File: config.mk
export PLATFORM = sky130hd
export DESIGN_NAME = inorder_issue_sched
export DESIGN_NICKNAME = d
export VERILOG_FILES = /design/src/rtl/inorder_issue_sched.sv
export SDC_FILE = /design/constraint.sdc
export NUM_CORES = 1
export LEC_CHECK = 0
export ABC_AREA = 1
export CORE_AREA = 2 2 134 136
export CTS_BUF_LIST = sky130_fd_sc_hd__clkbuf_4 sky130_fd_sc_hd__clkbuf_8
export CTS_CLUSTER_DIAMETER = 100
export DETAILED_ROUTE_END_ITERATION = 16
export DIE_AREA = 0 0 136 138
export DONT_BUFFER_PORTS = 1
export SLEW_MARGIN = 20
export SYNTH_ARGS = -nofsm -noshare
export SYNTH_HDL_FRONTEND = slang
export SYNTH_SLANG_ARGS = --single-unit
File: constraint.sdc
create_clock -name clk -period 1.9 [get_ports clk]
set_clock_uncertainty 0.2 [all_clocks]
set_input_delay 0.285 -clock clk [delete_from_list [all_inputs] [get_ports clk]]
set_output_delay 0.285 -clock clk [all_outputs]
set_load 0.005 [all_outputs]
File: src/rtl/inorder_issue_sched.sv
module inorder_issue_sched #(
  parameter int NREG     = 32,
  parameter int LAT_ALU  = 1,
  parameter int LAT_IMUL = 3,
  parameter int LAT_FADD = 4,
  parameter int LAT_FMUL = 6,
  parameter int LAT_FDIV = 12,
  parameter int LAT_LSU  = 2,
  localparam int RW      = $clog2(NREG)
) (
  input  logic          clk,
  input  logic          rst_n,
  input  logic          in_valid,
  input  logic [2:0]    in_unit,
  input  logic [RW-1:0] in_rd,
  input  logic          in_rd_en,
  input  logic [RW-1:0] in_rs1,
  input  logic [RW-1:0] in_rs2,
  input  logic          mem_ack,
  output logic [5:0]    issue_stb,
  output logic          stall,
  output logic          wb_valid,
  output logic          wb_wen,
  output logic [RW-1:0] wb_rd
);

  function automatic int imax(int a, int b);
    return (a > b) ? a : b;
  endfunction

  localparam int MAXL = imax(imax(imax(LAT_ALU, LAT_IMUL), imax(LAT_FADD, LAT_FMUL)),
                             imax(LAT_FDIV, LAT_LSU));
  localparam int LW = $clog2(MAXL + 1);
  localparam logic [2:0] U_ALU = 3'd0, U_IMUL = 3'd1, U_FADD = 3'd2,
                         U_FMUL = 3'd3, U_FDIV = 3'd4, U_LSU = 3'd5;

  logic [MAXL:1] slot_v, slot_we, slot_mul, slot_div;
  logic [RW-1:0] slot_rd [MAXL:1];
  logic [NREG-1:0] pend;
  logic mem_wait;

  logic [LW-1:0] lat;
  logic known, late, sblk, dep, go;

  wire frozen = mem_wait & ~mem_ack;

  always_comb begin
    known = 1'b1;
    case (in_unit)
      U_ALU:   lat = LW'(LAT_ALU);
      U_IMUL:  lat = LW'(LAT_IMUL);
      U_FADD:  lat = LW'(LAT_FADD);
      U_FMUL:  lat = LW'(LAT_FMUL);
      U_FDIV:  lat = LW'(LAT_FDIV);
      U_LSU:   lat = LW'(LAT_LSU);
      default: begin lat = '0; known = 1'b0; end
    endcase
  end

  always_comb begin
    late = 1'b0;
    for (int k = 1; k <= MAXL; k++)
      if (slot_v[k] && k > int'(lat)) late = 1'b1;
  end

  assign sblk = (in_unit == U_FMUL && |slot_div) ||
                (in_unit == U_FDIV && (|slot_div || |slot_mul));
  assign dep  = pend[in_rs1] | pend[in_rs2] | (in_rd_en & pend[in_rd]);
  assign go   = in_valid & known & ~frozen & ~late & ~sblk & ~dep;

  assign stall     = in_valid & ~go;
  assign issue_stb = go ? (6'd1 << in_unit) : 6'd0;
  assign wb_valid  = slot_v[1] & ~frozen;
  assign wb_wen    = wb_valid & slot_we[1];
  assign wb_rd     = slot_rd[1];

  always_ff @(posedge clk or negedge rst_n) begin
    if (!rst_n) begin
      slot_v   <= '0;
      slot_we  <= '0;
      slot_mul <= '0;
      slot_div <= '0;
      for (int k = 1; k <= MAXL; k++) slot_rd[k] <= '0;
      pend     <= '0;
      mem_wait <= 1'b0;
    end else if (!frozen) begin
      for (int k = 1; k <= MAXL; k++) begin
        if (go && k == int'(lat)) begin
          slot_v[k]   <= 1'b1;
          slot_we[k]  <= in_rd_en;
          slot_mul[k] <= (in_unit == U_FMUL);
          slot_div[k] <= (in_unit == U_FDIV);
          slot_rd[k]  <= in_rd;
        end else if (k < MAXL) begin
          slot_v[k]   <= slot_v[k+1];
          slot_we[k]  <= slot_we[k+1];
          slot_mul[k] <= slot_mul[k+1];
          slot_div[k] <= slot_div[k+1];
          slot_rd[k]  <= slot_rd[k+1];
        end else begin
          slot_v[k]   <= 1'b0;
          slot_we[k]  <= 1'b0;
          slot_mul[k] <= 1'b0;
          slot_div[k] <= 1'b0;
          slot_rd[k]  <= '0;
        end
      end
      for (int r = 0; r < NREG; r++) begin
        if (go && in_rd_en && in_rd == RW'(r)) pend[r] <= 1'b1;
        else if (wb_wen && wb_rd == RW'(r))    pend[r] <= 1'b0;
      end
      mem_wait <= go && (in_unit == U_LSU);
    end
  end

endmodule

==> Yosys cells after proc, flatten, opt, wreduce, memory -nomap -nowiden <==
Index checks and enable logic that the tools add are counted.
{ "totals": {"ff_bits": 141, "latchBits": 0, "ramBits": 0, "romBits": 0, "input_bits": 23, "elab_cells": 471, "mem_count": 0} }
{ "classes": {"addsub": 0, "mul": 0, "div_mod_pow": 0, "order_cmp": 15, "eq_ne": 79, "n_shift": 1, "mux": 145, "bitwise": 18, "n_reduce_logical": 164} }
{ "op_table": {"columns": ["op", "n"], "rows": [
  ["== test 5 bit (second input constant)", 32],
  ["2-to-1 mux 1 bit", 128],
  ["logical AND 1 bit", 92],
  ["== test 5 x 4 -> 1 bit (second input constant)", 16],
  ["AND reduction 2 bit", 32],
  ["nonzero test 2 bit", 32],
  ["2-to-1 mux 5 bit", 12],
  ["== test 5 x 3 -> 1 bit (second input constant)", 8],
  ["== test 4 bit (first input constant)", 8],
  ["case mux 4 bit (6 select lines)", 1],
  ["OR reduction 12 bit", 2],
  ["== test 5 x 2 -> 1 bit (second input constant)", 4],
  ["> comparator 4 bit (first input constant)", 5],
  ["< comparator 5 x 6 -> 1 bit (second input constant)", 3],
  ["> comparator 3 x 4 -> 1 bit (first input constant)", 4],
  ["binary-select mux 1 bit (select 5 bit)", 3],
  ["== test 3 x 4 -> 1 bit (first input constant)", 3],
  ["AND 1 bit", 10],
  ["== test 5 x 1 -> 1 bit (second input constant)", 2],
  ["logical NOT 5 bit", 2],
  ["> comparator 2 x 4 -> 1 bit (first input constant)", 2],
  ["== test 3 x 2 -> 1 bit (second input constant)", 2],
  ["== test 3 bit (second input constant)", 2],
  ["2-to-1 mux 6 bit", 1],
  ["9 further kinds", 16]
]} }

==> Depth between registers and ports, before layout <==
{ "logic_depth": {"ltp_word": 24, "mapped_depth": 17} }

==> Worst setup path after synthesis <==
OpenSTA, ideal clock, no wires.
{ "synth_path": {"kind": "input port to output port", "start": "input in_rd[0]", "end": "output issue_stb[4]", "arrival_time_ps": 1674, "required_time_ps": 1415, "path_slack_ps": -259, "path_stages": 14, "cell_sequence": "buf_4 -> buf_4 -> nand2_1 -> nand2_1 -> nand2_1 -> nand2_1 -> nand2_1 -> nand3_1 -> o21ai_1 -> nor2_2 -> nor2_4 -> and2_1 -> nand2_1 -> inv_1"} }
{ "synth_via": {"elab_chain_len": 7} }
{ "synth_lines": {"columns": ["element", "line_no", "rtl"], "rows": [
  ["start, declared", "15", "input logic [RW-1:0] in_rd,"],
  ["binary-select mux 1 bit (select 5 bit)", "68", "assign dep = pend[in_rs1] | pend[in_rs2] | (in_rd_en & pend[in_rd]);"],
  ["2-to-1 mux 1 bit (implied by the code)", "68", null],
  ["AND 1 bit", "68", null],
  ["OR 1 bit", "68", null],
  ["inverter 1 bit", "69", "assign go = in_valid & known & ~frozen & ~late & ~sblk & ~dep;"],
  ["AND 1 bit", "69", null],
  ["2-to-1 mux 6 bit", "72", "assign issue_stb = go ? (6'd1 << in_unit) : 6'd0;"],
  ["end, declared", "20", "output logic [5:0] issue_stb,"]
]} }
No other way between the ends. The select of a mux whose other input is x is not followed.

==> Worst setup path after layout <==
{ "layout_path": {"start": "register slot_v[7] (netlist name)", "end": "output stall"} }
{ "layout_via": {"elab_chain_len": 13} }
{ "layout_lines": {"columns": ["element", "line_no", "rtl"], "rows": [
  ["start, declared", "37", "logic [MAXL:1] slot_v, slot_we, slot_mul, slot_div;"],
  ["start signal, assigned by index", "95", "slot_v[k] <= slot_v[k+1];"],
  ["logical AND 1 bit", "63", "if (slot_v[k] && k > int'(lat)) late = 1'b1;"],
  ["2-to-1 mux 1 bit (6 in series)", "63", null],
  ["inverter 1 bit", "69", null],
  ["AND 1 bit (3 in series)", "69", null],
  ["inverter 1 bit", "71", "assign stall = in_valid & ~go;"],
  ["AND 1 bit", "71", null],
  ["end, declared", "21", "output logic stall,"]
]} }
No other way between the ends.

==> flow_summary.toml <==
[sta]
maxSlewHeadroom_pct = 67.1
worst-slew-pin-transition_ns = 0.492
rsz0062_at_grt = "yes"
slew_violations = 0
fmax_mhz = 362
final-hold-violation-count = 141
timing.final.crit_share_pct = 145
setup_viol = 93
layout_setup_ws_ns = -0.859
fin_worst_hold_slack_ns = -0.692
layout_min_cycle_time_ns = 2.76

[routing]
maxUsedRoutingLayer = "met4"
totalWireLength_um = 23200
met1_wire_length_um = 9860
avgRoutedWirePerCell_um = 16.2
drc = 0
iteration_0_drc_markers = 687
detailroute.wirelength.met2_um = 11600
number_of_iterations_in_the_first_detailed_routing_pass = 7
met3WireLength_um = 1020
num_vias = 7460
postRouteAntennaNets = 0
route.detailed.vias_per_inst = 5.20

[critical_path]
crit_fanout = 4
worstPathBufferInverterCount = 2
cpMaxStageDelayCell = "sky130_fd_sc_hd__dfrtp_1"
start_kind = "register"
crit_path_cell_trace = "nor2_1 -> nand4_1 -> nor3_2 -> nand2_1 -> nand2_2 -> nand3_2 -> nor2_4 -> buf_6 -> and2_4 -> nor2_4 -> buf_6"
category_of_cells_accounting_for_the_largest_share_of_critical_path_delay = "simple AND/OR/NAND/NOR gates"
criticalPathCategory = "register to output port"
r2r_setup_slack_ns = -0.72
worst_setup_path_end_kind = "output port"
arrival_ns = 2.27
required_ns = 1.41
cp_slowest_stage_delay_ns = 0.38

[layout]
fin_nets = 1215
layout.core_utilization_pct = 57.4
insertedDiodeCount = 0
flow.area_growth_from_synthesis_pct = 31.2
layout-drive-gt1-share_pct = 26.1
layout.filler_cells = 1653
layout.cell_area.non_filler_mm2 = 0.0101

[die]
floorplan.die_area_mm2 = 0.0188
row_count = 49
ioPinCount = 37
initial_utilization_pct = 43.7
die_w_um = 136
dieHeight_um = 138
core_area_mm2 = 0.0175

[logic_synthesis]
post_synth_mux_area_share_pct = 0
synth-seq-cells = 141
syn-mean-instance-area_um2 = 7.15
synth_area_in_compound_gates_pct = 11.5
yosysUniqueCellTypes = 29
synth_top_family_by_area = "simple AND/OR/NAND/NOR gates"
synth_cells = 1072
syn_nets = 1095
yosys.area_share.simple_pct = 32.6
register_area_share_after_synthesis_pct = 46.0
mappedNetlistArea_mm2 = 0.00767
yosys.area_share.adder_pct = 0
yosys_warnings = 0
yosys.area_share.xor_xnor_pct = 0

[power]
p_comb_share_pct = 18.8
sequential_group_share_of_total_power_pct = 45.6
power.share.clock_pct = 35.5
p_total_mw = 7.20
power.internal_mw = 5.06
p_switching_mw = 2.14
netSwitchingFraction_pct = 29.8
power.static_leakage_nw = 5.07
power_density_over_cell_area_mw_per_mm2 = 716
irDropWorstVdd_uv = 453

[run_status]
failed_checks = "hold timing, setup timing"
status = "finished with violations"

[global_route]
antenna_found_initial = 0
global_route.usage.total_pct = 25.7
grt_pass1_wl_um = 37800
globalRouteOverflowTotal = 0
grt_pass1_vias = 7308
grt_max_degree = 142

[cts]
postCtsHoldBufs = 6
worst_skew_pair_later_pin_latency_ns = 0.46
tritoncts_clock_tree = "built"
clk_path_buf_depth = 2
clock_sink_count = 141
ctsHtreeMaxLevel = 4
clk_slew_on_worst_s_h_paths_ns = 0.08
clockRootBuffer = "sky130_fd_sc_hd__clkbuf_8"
cts_buffers = 17

[hold_path]
holdCritPathClass = "input pin to async pin"

[placement]
dpl_worst_slack_ns = -0.571
rd_place_congestion = 0.962
detailed_place.area_mm2 = 0.00865
numPortBuffers = 0
dp_hpwl_um = 14800

[job]
drv_cap = 0
-- synthesized netlist by cell type --
cell type	number	area share (%)
sky130_fd_sc_hd__nand2_1	393	19
sky130_fd_sc_hd__dfrtp_1	141	46
sky130_fd_sc_hd__inv_1	119	5.8
sky130_fd_sc_hd__o21ai_0	87	5.7
sky130_fd_sc_hd__nand3_1	86	5.6
sky130_fd_sc_hd__nor2_1	81	4.0
sky130_fd_sc_hd__nand4_1	33	2.7
sky130_fd_sc_hd__o21ai_2	30	3.4
sky130_fd_sc_hd__clkbuf_1	20	0.98
sky130_fd_sc_hd__buf_2	11	0.72
sky130_fd_sc_hd__buf_4	10	0.98
sky130_fd_sc_hd__a21oi_1	8	0.52
sky130_fd_sc_hd__o22ai_1	7	0.57
sky130_fd_sc_hd__buf_1	6	0.29
sky130_fd_sc_hd__inv_2	6	0.29
sky130_fd_sc_hd__o21ai_1	6	0.39
sky130_fd_sc_hd__buf_6	5	0.73
sky130_fd_sc_hd__o211ai_1	5	0.49
sky130_fd_sc_hd__nor3_1	3	0.20
sky130_fd_sc_hd__a22oi_1	2	0.20
sky130_fd_sc_hd__clkinv_1	2	0.098
sky130_fd_sc_hd__nand2_2	2	0.16
sky130_fd_sc_hd__nor2_2	2	0.16
sky130_fd_sc_hd__nor2_4	2	0.29
sky130_fd_sc_hd__a31oi_1	1	0.082
sky130_fd_sc_hd__and2_1	1	0.082
sky130_fd_sc_hd__nand3_2	1	0.13
sky130_fd_sc_hd__nor3b_1	1	0.098
sky130_fd_sc_hd__o21bai_1	1	0.098
-- cell usage in the layout (no fill, tap or decap), types with 25 or more instances in the layout --
master                    instances
sky130_fd_sc_hd__buf_4          101
sky130_fd_sc_hd__buf_6           30
sky130_fd_sc_hd__dfrtp_1        138
sky130_fd_sc_hd__inv_1          108
sky130_fd_sc_hd__nand2_1        373
sky130_fd_sc_hd__nand3_1         56
sky130_fd_sc_hd__nand3_2         25
sky130_fd_sc_hd__nand4_1         33
sky130_fd_sc_hd__nor2_1          70
sky130_fd_sc_hd__o21ai_0         83
sky130_fd_sc_hd__o21ai_2         33
-- final cells by class --
type | count | area, µm² | area share, %
multi-input combinational | 752 | 3830 | 38.1
sequential | 141 | 3530 | 35.1
timing repair buffer | 153 | 1510 | 15.0
inverter | 127 | 483 | 4.80
tap | 229 | 287 | 2.85
clock buffer | 21 | 283 | 2.81
clock inverter | 11 | 131 | 1.31
-- stage by stage --
step / setup TNS [ns] / std cells
after CTS: -42.44 / 1420
after detailed placement: -39.91 / 1359
after global placement: -41.20 / 1359
after global routing: -61.95 / 1434
final: -49.54 / 1434
after floorplan: -4.82 / 1072
-- state kept, by name (all words and copies together) (netlist names) --
register	flops
mem_wait	1
pend	32
slot_div	12
slot_v	12
slot_rd	55
wb_rd	5
slot_mul	12
slot_we	12
-- power by group through the flow --
stage / registers [mW] / logic, mW / clock network, mW
after detailed placement: 3.34 / 1.06 / 0
after CTS: 3.28 / 1.26 / 2.60
after global routing: 3.31 / 1.49 / 2.72
final: 3.29 / 1.36 / 2.56
after floorplan: 3.29 / 0.721 / 0
after global placement: 3.33 / 1.05 / 0
-- what timing repair did --
| item | in CTS | in global routing |
|---|---|---|
| endpoints found under the hold margin | 183 | 141 |
| pin swaps | 31 | 21 |
| setup buffers | 24 | 16 |
| gates cloned | 4 | 1 |
| setup endpoints to repair | 94 | 94 |
| gates resized for setup | 99 | 52 |
-- layer usage --
metal / track usage [%] / vias up
li1: - / 3638
met1: 33.3 / 3568
met2: 42.2 / 208
met3: 4.88 / 46
met4: 10.7 / 0
met5: 0 / -
-- cells by family (layout without fill, tap and decap cells) --
family,Yosys count,after routing
and+or+nand+nor,605,605
DFF,141,141
buffers and inverters,179,312
AOI/OAI and AO/OA,147,147
-- worst paths after layout --
path / from / to / cells after the start
worst max-delay path: slot_v[7] / stall / 11
worst min-delay path: rst_n / pend[3] / 0
worst max register to register: slot_v[7] / pend[27] / 15
worst min register to register: slot_we[10] / slot_we[9] / 2
max in group asynchronous: rst_n / pend[24] / 0
min in group clk: in_rd[4] / pend[6] / 4
(Power assumes the default switching activity.)
